===== config.mk =====
export PLATFORM = sky130hd
export DESIGN_NAME = frac_dsm
export DESIGN_NICKNAME = d
export VERILOG_FILES = /design/src/rtl/dsm_pkg.sv /design/src/rtl/dsm_dither.sv /design/src/rtl/dsm_stage.sv /design/src/rtl/dsm_combiner.sv /design/src/rtl/frac_dsm.sv
export SDC_FILE = /design/constraint.sdc
export NUM_CORES = 1
export LEC_CHECK = 0
export BUFFER_PORTS_ARGS = -buffer_cell sky130_fd_sc_hd__buf_2
export CAP_MARGIN = 20
export CORE_MARGIN = 2
export CORE_UTILIZATION = 40
export DETAILED_ROUTE_END_ITERATION = 10
export PLACE_DENSITY = 0.58
export SYNTH_ARGS = -nofsm -noshare
export SYNTH_HDL_FRONTEND = slang
export SYNTH_SLANG_ARGS = --single-unit

===== constraint.sdc =====
create_clock -name clk -period 24.3 [get_ports clk]
set_clock_uncertainty 0.05 [all_clocks]
set_input_delay 1.215 -clock clk [delete_from_list [all_inputs] [get_ports clk]]
set_output_delay 1.215 -clock clk [all_outputs]
set_load 0.03 [all_outputs]

===== src/rtl/dsm_pkg.sv =====
package dsm_pkg;

    localparam int DSM_MAX_ORDER = 4;
    localparam int CARRY_W       = 3;

    typedef logic signed [CARRY_W-1:0] carry_t;

    typedef enum logic [2:0] {
        ORDER_2 = 3'd2,
        ORDER_3 = 3'd3,
        ORDER_4 = 3'd4
    } order_e;

    typedef enum logic [1:0] {
        DITH_NONE      = 2'd0,
        DITH_LIGHT     = 2'd1,
        DITH_HEAVY     = 2'd2,
        DITH_HEAVY_ALT = 2'd3
    } dith_e;

    // Map the coded order field onto a stage count; the spare code falls back to third order.
    function automatic order_e order_decode(input logic [1:0] code);
        case (code)
            2'd2:    return ORDER_2;
            2'd0:    return ORDER_4;
            default: return ORDER_3;
        endcase
    endfunction

    // Which random bits a dither level lets through.
    function automatic logic [1:0] dith_mask(input dith_e lvl);
        case (lvl)
            DITH_NONE:  return 2'b00;
            DITH_LIGHT: return 2'b01;
            default:    return 2'b11;
        endcase
    endfunction

    function automatic int binom(input int n, input int k);
        int r;
        r = 1;
        for (int i = 0; i < k; i++) begin
            r = r * (n - i) / (i + 1);
        end
        return r;
    endfunction

    function automatic logic stage_on(input order_e ord, input int idx);
        return idx < int'(ord);
    endfunction

endpackage


===== src/rtl/dsm_dither.sv =====
module dsm_dither
    import dsm_pkg::*;
#(
    parameter int                LFSR_W = 15,
    parameter logic [LFSR_W-1:0] SEED   = LFSR_W'(1)
) (
    input  logic   clk,
    input  logic   rst,
    input  dith_e  level,
    input  logic   allow,
    output carry_t step
);
    localparam int TAP_HI = LFSR_W - 1;
    localparam int TAP_LO = LFSR_W - 2;

    logic [LFSR_W-1:0] lfsr_q;
    logic [1:0]        applied;
    logic [1:0]        prev_q;

    always_comb begin
        applied = allow ? (lfsr_q[1:0] & dith_mask(level)) : 2'b00;
    end

    // First difference of the applied bits: zero mean, telescoping sum.
    always_comb begin
        step = $signed({1'b0, applied}) - $signed({1'b0, prev_q});
    end

    always_ff @(posedge clk) begin
        if (rst) begin
            lfsr_q <= SEED;
            prev_q <= 2'b00;
        end else begin
            lfsr_q <= {lfsr_q[LFSR_W-2:0], lfsr_q[TAP_HI] ^ lfsr_q[TAP_LO]};
            prev_q <= applied;
        end
    end

endmodule


===== src/rtl/dsm_stage.sv =====
module dsm_stage
    import dsm_pkg::*;
#(
    parameter int DEN_W = 12,
    parameter bit HEAD  = 1'b0
) (
    input  logic                    clk,
    input  logic                    rst,
    input  logic                    active,
    input  logic signed [DEN_W+2:0] addend,
    input  logic [DEN_W-1:0]        modulus,
    output logic [DEN_W-1:0]        acc_nx,
    output carry_t                  carry
);
    localparam int SUM_W = DEN_W + 3;

    logic [DEN_W-1:0]        acc_q;
    logic signed [SUM_W-1:0] sum;
    logic signed [SUM_W-1:0] mod1;
    logic signed [SUM_W-1:0] wrapped;
    carry_t                  raw_c;

    always_comb begin
        mod1 = $signed({3'b000, modulus});
        sum  = $signed({3'b000, acc_q}) + addend;
    end

    generate
        if (HEAD) begin : g_head
            logic signed [SUM_W-1:0] mod2;
            always_comb begin
                mod2 = mod1 <<< 1;
                if (sum < 0) begin
                    raw_c   = -3'sd1;
                    wrapped = sum + mod1;
                end else if (sum >= mod2) begin
                    raw_c   = 3'sd2;
                    wrapped = sum - mod2;
                end else if (sum >= mod1) begin
                    raw_c   = 3'sd1;
                    wrapped = sum - mod1;
                end else begin
                    raw_c   = 3'sd0;
                    wrapped = sum;
                end
            end
        end else begin : g_tail
            always_comb begin
                if (sum >= mod1) begin
                    raw_c   = 3'sd1;
                    wrapped = sum - mod1;
                end else begin
                    raw_c   = 3'sd0;
                    wrapped = sum;
                end
            end
        end
    endgenerate

    always_comb begin
        acc_nx = active ? DEN_W'(wrapped) : '0;
        carry  = active ? raw_c : 3'sd0;
    end

    always_ff @(posedge clk) begin
        if (rst || !active) begin
            acc_q <= '0;
        end else begin
            acc_q <= acc_nx;
        end
    end

endmodule


===== src/rtl/dsm_combiner.sv =====
module dsm_combiner
    import dsm_pkg::*;
#(
    parameter int NST   = 4,
    parameter int OUT_W = 5
) (
    input  logic                    clk,
    input  logic                    rst,
    input  carry_t                  cy [NST],
    output logic signed [OUT_W-1:0] y_q
);
    localparam int TW = OUT_W + 2;

    logic [NST-1:0][TW-1:0] terms;
    logic signed [TW-1:0]   total;

    generate
        for (genvar i = 0; i < NST; i++) begin : g_path
            if (i == 0) begin : g_direct
                assign terms[i] = TW'(cy[i]);
            end else begin : g_diff
                carry_t               hist_q [i];
                logic signed [TW-1:0] part;

                always_ff @(posedge clk) begin
                    if (rst) begin
                        for (int k = 0; k < i; k++) begin
                            hist_q[k] <= 3'sd0;
                        end
                    end else begin
                        hist_q[0] <= cy[i];
                        for (int k = 1; k < i; k++) begin
                            hist_q[k] <= hist_q[k-1];
                        end
                    end
                end

                // i-th backward difference of this stage's carry stream.
                always_comb begin
                    part = TW'(cy[i]);
                    for (int j = 1; j <= i; j++) begin
                        if ((j % 2) == 1) begin
                            part = part - TW'(binom(i, j)) * TW'(hist_q[j-1]);
                        end else begin
                            part = part + TW'(binom(i, j)) * TW'(hist_q[j-1]);
                        end
                    end
                end

                assign terms[i] = part;
            end
        end
    endgenerate

    always_comb begin
        total = '0;
        for (int i = 0; i < NST; i++) begin
            total = total + $signed(terms[i]);
        end
    end

    always_ff @(posedge clk) begin
        if (rst) begin
            y_q <= '0;
        end else begin
            y_q <= OUT_W'(total);
        end
    end

endmodule


===== src/rtl/frac_dsm.sv =====
module frac_dsm
    import dsm_pkg::*;
#(
    parameter int DEN_W        = 12,
    parameter int OUT_W        = 5,
    parameter int LFSR_W       = 15,
    parameter int DITH_MIN_DEN = 4
) (
    input  logic                    clk,
    input  logic                    rst,
    input  logic [DEN_W-1:0]        frac_num,
    input  logic [DEN_W-1:0]        frac_den,
    input  logic [1:0]              order_code,
    input  logic [1:0]              dither_code,
    output logic signed [OUT_W-1:0] div_offset
);
    localparam int NST   = DSM_MAX_ORDER;
    localparam int SUM_W = DEN_W + 3;

    typedef struct packed {
        logic [DEN_W-1:0] den;
        order_e           order;
    } cfg_t;

    cfg_t                    cfg_q;
    logic                    dith_ok;
    carry_t                  dith_step;
    logic signed [SUM_W-1:0] feed   [NST];
    logic [DEN_W-1:0]        acc_nx [NST];
    carry_t                  cy     [NST];

    // Modulus and order are only sampled while reset is held.
    always_ff @(posedge clk) begin
        if (rst) begin
            cfg_q.den   <= frac_den;
            cfg_q.order <= order_decode(order_code);
        end
    end

    assign dith_ok = (cfg_q.den >= DEN_W'(DITH_MIN_DEN));

    dsm_dither #(
        .LFSR_W(LFSR_W)
    ) u_dither (
        .clk   (clk),
        .rst   (rst),
        .level (dith_e'(dither_code)),
        .allow (dith_ok),
        .step  (dith_step)
    );

    generate
        for (genvar k = 0; k < NST; k++) begin : g_stage
            if (k == 0) begin : g_feed_num
                assign feed[k] = $signed({3'b000, frac_num}) + SUM_W'(dith_step);
            end else begin : g_feed_res
                assign feed[k] = $signed({3'b000, acc_nx[k-1]});
            end

            dsm_stage #(
                .DEN_W (DEN_W),
                .HEAD  (k == 0)
            ) u_stage (
                .clk     (clk),
                .rst     (rst),
                .active  (stage_on(cfg_q.order, k)),
                .addend  (feed[k]),
                .modulus (cfg_q.den),
                .acc_nx  (acc_nx[k]),
                .carry   (cy[k])
            );
        end
    endgenerate

    dsm_combiner #(
        .NST   (NST),
        .OUT_W (OUT_W)
    ) u_comb (
        .clk (clk),
        .rst (rst),
        .cy  (cy),
        .y_q (div_offset)
    );

endmodule


==> flow_metrics.tcl, run 1 <==
set metrics [dict create \
    fmax_ghz 0.04906 \
    drv_cap 0 \
    drv_slew 0 \
    drtPass1Iterations 5 \
    cts-resized-gates 0 \
    routabilityCongestion 0.9010 \
    drcViolationCount 0 \
    antenna_found_initial 0 \
    boundaryPins 35 \
    worst_slew_pin_slew_ns 1.029 \
    wl_um 26960 \
    min_from "u_dither.lfsr_q[9]" \
    antenna_left 0 \
    track_usage 0.2124 \
    min_to "u_dither.lfsr_q[10]" \
    drt_iter0_markers 518 \
    fin_setup_tns_ns 0 \
    clock-root-buffer "clkbuf_16" \
    grt_overflow_total 0 \
    hp-class "reg -> reg" \
    synth_cell_types 76 \
    critical_path_required_ns 24.48 \
    holdPathStages 1 \
    vias 8474 \
    synth_edf_count 15 \
    io_buffers 34 \
    critPathMaxFanout 30 \
    wl_per_cell_um 17.63 \
    cts_made_buffers 9 \
    rrSetupSlack_ns 3.92 \
    fin_crit_ns 20.38 \
    startpoint_type "flop" \
    startpoint "cfg_q[9]" \
    floorplan.initialDensity 0.4059 \
    worst-setup-path-type "reg -> reg" \
    slew_headroom 0.3139 \
    grt_pass1_wl_um 43550 \
    clk_latency_ns 0.37 \
    cts-htree-levels 3 \
    area_growth_pct 7.944 \
    core-area_sq_mm 0.02418 \
    drive_gt1_frac 0.07635 \
    clkSinkCount 91 \
    min_period_over_period 0.8389 \
    postCtsHoldBufs 0 \
    dieWidth_um 160.6 \
    async_flop_share 0 \
    reg2reg_from "cfg_q[9]" \
    syn_inst 1185 \
    grt_start_max_net_pins 49 \
    worst_path_most_repeated_cell "ha_1" \
    cp_data_arrival_time_ns 20.56 \
    diodes 0 \
    cp-end-kind "flop" \
    ys_ff_latch 91 \
    reg2reg_depth 84 \
    status "finished, final reports clean" \
    synthesis.nets 1378 \
    nNetsFinal 1393 \
    die_area_sq_mm 0.02580 \
    clkTransAtPathRegs_ns 0.09 \
    num_rows 57 \
    rsz0062_at_grt "no" \
    slowest_stage "o2111ai_2" \
    slowest_delay_ns 0.84 \
    clockBufferDepth 2 \
    vias_per_cell 5.542 \
    r2r-end "u_comb.y_q[4]" \
    ys_seq_area_frac 0.2009 \
    setup_viol 0 \
    dp_hpwl_um 21260 \
    syn_area_per_cell_sq_um 8.281 \
    first_global_vias 8211 \
    yosys_warnings 0 \
    mappedNetlistArea_sq_mm 0.009813 \
    ys.flop_type "dfxtp_1" \
    die_h_um 160.6 \
    post-route-util 0.4381 \
    post_cts_buffers 0 \
    final-hold-violation-count 0 \
    cts_tree "yes" \
]
cells in the mapped netlist, types with 6 or more instances:
| library cell | count | share of area |
|---|---|---|
| ha_1 | 140 | 0.18 |
| nor2_1 | 110 | 0.042 |
| inv_1 | 82 | 0.031 |
| a21oi_1 | 80 | 0.041 |
| dfxtp_1 | 76 | 0.16 |
| nand2_1 | 56 | 0.021 |
| xnor2_1 | 53 | 0.047 |
| o21ai_0 | 46 | 0.023 |
| nor2b_1 | 43 | 0.027 |
| mux2i_1 | 36 | 0.037 |
| nand3_1 | 35 | 0.018 |
| xor2_1 | 35 | 0.031 |
| nor3_1 | 34 | 0.017 |
| a21o_1 | 30 | 0.023 |
| clkbuf_1 | 23 | 0.0088 |
| fa_1 | 23 | 0.047 |
| nand2b_1 | 19 | 0.012 |
| o21a_1 | 19 | 0.015 |
| edfxtp_1 | 15 | 0.046 |
| nand4_1 | 14 | 0.0089 |
| o211ai_1 | 13 | 0.0099 |
| nor4_1 | 12 | 0.0076 |
| or2_2 | 12 | 0.0076 |
| or3_1 | 12 | 0.0076 |
| and3_1 | 11 | 0.0070 |
| a211oi_1 | 9 | 0.0069 |
| buf_2 | 9 | 0.0046 |
| o31a_1 | 8 | 0.0071 |
| o31ai_1 | 8 | 0.0061 |
| o22ai_1 | 7 | 0.0045 |
| a31oi_1 | 6 | 0.0038 |
| o2111ai_1 | 6 | 0.0054 |
| o21ai_1 | 6 | 0.0031 |
| o21bai_1 | 6 | 0.0046 |
through the flow:
stage          std cells  area, sq um  setup slack (ns)  hold slack (ns)
2_1_floorplan       1185         9813             6.529           0.3638
3_3_place_gp        1512        10280             4.310           0.3680
3_5_place_dp        1512        10280             3.817           0.3720
4_1_cts             1528        10590             3.913           0.3895
5_1_grt             1529        10590             2.305           0.4036
6_report            1529        10590             3.916           0.3857
worst max-delay path by stage:
stage	end	cells past startpoint	slack (ns)
finish	u_comb.y_q[4]	84	3.92
global route	u_comb.y_q[4]	81	2.30
detailed placement	u_comb.y_q[4]	83	3.82
floorplan	u_comb.y_q[4]	82	6.53
global placement	u_comb.y_q[4]	83	4.31
CTS	u_comb.y_q[4]	84	3.91
metal layers:
metal  global-route usage  part of all wire  vias up
li1                     -                 -     4302
met1               0.2944              0.48     3919
met2               0.3344              0.43      200
met3              0.02505             0.045       53
met4              0.08968             0.038        0
met5                    0                 0        -
cells in the final DEF (no fill, tap or decap), types with 19 or more instances in the layout:
cell	n
xor2_1	35
a21o_1	30
o21a_1	19
nor3_1	33
nand2_1	56
nor2_1	110
ha_1	140
xnor2_1	53
nand3_1	35
fa_1	23
o21ai_0	46
nor2b_1	43
mux2i_1	36
nand2b_1	19
a21oi_1	80
dfxtp_1	76
inv_1	82
buf_2	34
sequential cells by signal (all words and copies together) (netlist names):
name	flops
u_comb.g_path.g_diff.hist_q	6
u_comb.y_q	5
u_dither.prev_q	2
cfg_q	15
g_stage.u_stage.acc_q	48
u_dither.lfsr_q	15
worst max-delay path: cells and delay by family (launching register included):
family	cells	cell delay (ns)
AND/OR/NAND/NOR	20	3.32
XOR/XNOR	6	1.24
multiplexers	2	0.78
buffers and inverters	8	1.18
AO/OA/AOI/OAI	28	6.91
flip-flops	1	0.40
adder cells (fa/ha/maj)	20	6.30
cells by family after synthesis:
logic type / share of synthesized area
AND/OR/NAND/NOR: 0.2001
AO/OA/AOI/OAI: 0.2036
adder cells (fa/ha/maj): 0.2254
buffers and inverters: 0.04743
flip-flops: 0.2009
XOR/XNOR: 0.07854
multiplexers: 0.04399
cell type report:
class | instances | area, sq um
repair buffers | 41 | 222.7
fillers | 2413 | 13580
clock buffers | 9 | 225.2
multi-input cells | 975 | 7381
well taps | 324 | 405.4
clock inverters | 7 | 78.83
flip-flops and latches | 91 | 1972
inverters | 82 | 307.8
Power of run 1 is not shown: default switching activity piles up to over one toggle a cycle in this logic, so the estimate is an artifact.
==> inputs of run 2 (changes only) <==
clock period = 21.4 ns   (was 24.3 ns; I/O delays follow)
==> flow_metrics.tcl, run 2 (synthesized netlist as in run 1, its figures left out) <==
set metrics [dict create \
    status "finished, final reports clean" \
    fin_crit_ns 19.92 \
    slowest_delay_ns 0.51 \
    clkTransAtPathRegs_ns 0.08 \
    boundaryPins 35 \
    critical_path_required_ns 21.59 \
    drt_iter0_markers 550 \
    drtPass1Iterations 6 \
    clockBufferDepth 2 \
    die_h_um 160.6 \
    setup_viol 0 \
    clkSinkCount 91 \
    grt_start_max_net_pins 49 \
    clk_latency_ns 0.37 \
    top_regs "g_stage.u_stage.acc_q x48, cfg_q x15, u_dither.lfsr_q x15" \
    rsz0062_at_grt "no" \
    reg2reg_depth 84 \
    design_area_sq_mm 0.01065 \
    min_to "u_dither.lfsr_q[11]" \
    dp_hpwl_um 21480 \
    wl_um 27220 \
    worst-setup-path-type "reg -> reg" \
    core-area_sq_mm 0.02418 \
    cts_made_buffers 9 \
    worst_slack_ns 1.476 \
    critPathMaxFanout 30 \
    fin_setup_tns_ns 0 \
    holdPathStages 1 \
    antenna_left 0 \
    cts-htree-levels 3 \
    dieWidth_um 160.6 \
    rrSetupSlack_ns 1.48 \
    drv_cap 0 \
    regMostFlops "g_stage.u_stage.acc_q" \
    final.hold.worst_slack_ns 0.3842 \
    min_from "u_dither.lfsr_q[10]" \
    clock-root-buffer "clkbuf_16" \
    cp-end-kind "flop" \
    die_area_sq_mm 0.02580 \
    reg2reg_from "cfg_q[10]" \
    slew_headroom 0.4543 \
    largest_reg_flops 48 \
    r2r-end "u_comb.y_q[4]" \
    floorplan.initialDensity 0.4059 \
    min_period_over_period 0.9310 \
    cp_data_arrival_time_ns 20.12 \
    diodes 0 \
    track_usage 0.2127 \
    drcViolationCount 0 \
    cts_tree "yes" \
    wl_per_cell_um 17.72 \
    grt_pass1_wl_um 43250 \
    area_growth_pct 8.518 \
    drv_slew 0 \
    postCtsHoldBufs 0 \
    num_rows 57 \
    first_global_vias 8140 \
    startpoint_type "flop" \
    antenna_found_initial 0 \
    slowest_stage "nor4_1" \
    drive_gt1_frac 0.08003 \
    vias 8589 \
    final-hold-violation-count 0 \
    fmax_ghz 0.05019 \
    hp-class "reg -> reg" \
    place_area_sq_mm 0.01030 \
    place_ws_ns 0.9966 \
    worst_path_most_repeated_cell "ha_1" \
    routabilityCongestion 0.8907 \
    mostFrequentLayoutCells "ha_1, nor2_1, inv_1" \
    layout_commonest_cell "ha_1" \
    grt_overflow_total 0 \
    worst_slew_pin_slew_ns 0.8158 \
    nNetsFinal 1400 \
    vias_per_cell 5.592 \
    io_buffers 34 \
]
run 2: what timing repair did:
| item | CTS | global route |
|---|---|---|
| buffers inserted | 0 | 5 |
| endpoints found under the setup margin | 0 | 2 |
| resized for setup | 0 | 1 |
run 2: layout make-up:
cell class,count,area [sq um]
timing repair buffer,48,275.3
inverter,82,307.8
tap,324,405.4
clock buffer,12,246.5
multi-input combinational,975,7392
clock inverter,4,50.05
sequential,91,1972
fill,2395,13530
run 2: worst max-delay path by stage:
stage,start,cells after the start,endpoint
after detailed placement,cfg_q[10],84,u_comb.y_q[4]
after global placement,cfg_q[10],84,u_comb.y_q[4]
after floorplan,dither_code[0],82,u_comb.y_q[4]
final,cfg_q[10],84,u_comb.y_q[4]
after CTS,cfg_q[10],84,u_comb.y_q[4]
after global routing,cfg_q[12],84,u_comb.y_q[4]
run 2: layer usage:
layer | track usage | share of wire | up-vias
met2 | 0.3389 | 0.44 | 243
met1 | 0.2898 | 0.48 | 3975
met5 | 0 | 0 | -
met3 | 0.02608 | 0.046 | 40
met4 | 0.09255 | 0.038 | 0
li1 | - | - | 4331
run 2: critical path: cells and delay by family (launching register included):
kind,cells,cell delay [ns]
AOI/OAI and AO/OA,28,6.40
xor gates and xnor gates,6,1.27
adders and majority gates,20,6.32
buffers and inverters,7,0.84
DFF,1,0.43
muxes,2,0.72
and+or+nand+nor,21,3.74
run 2: metrics by stage:
stage | cells | utilization
6_report | 1536 | 0.4405
5_1_grt | 1536 | 0.4405
4_1_cts | 1530 | 0.4381
3_5_place_dp | 1514 | 0.4259
3_3_place_gp | 1514 | 0.4259
2_1_floorplan | 1185 | -
Power of run 2 is left out for the same reason.
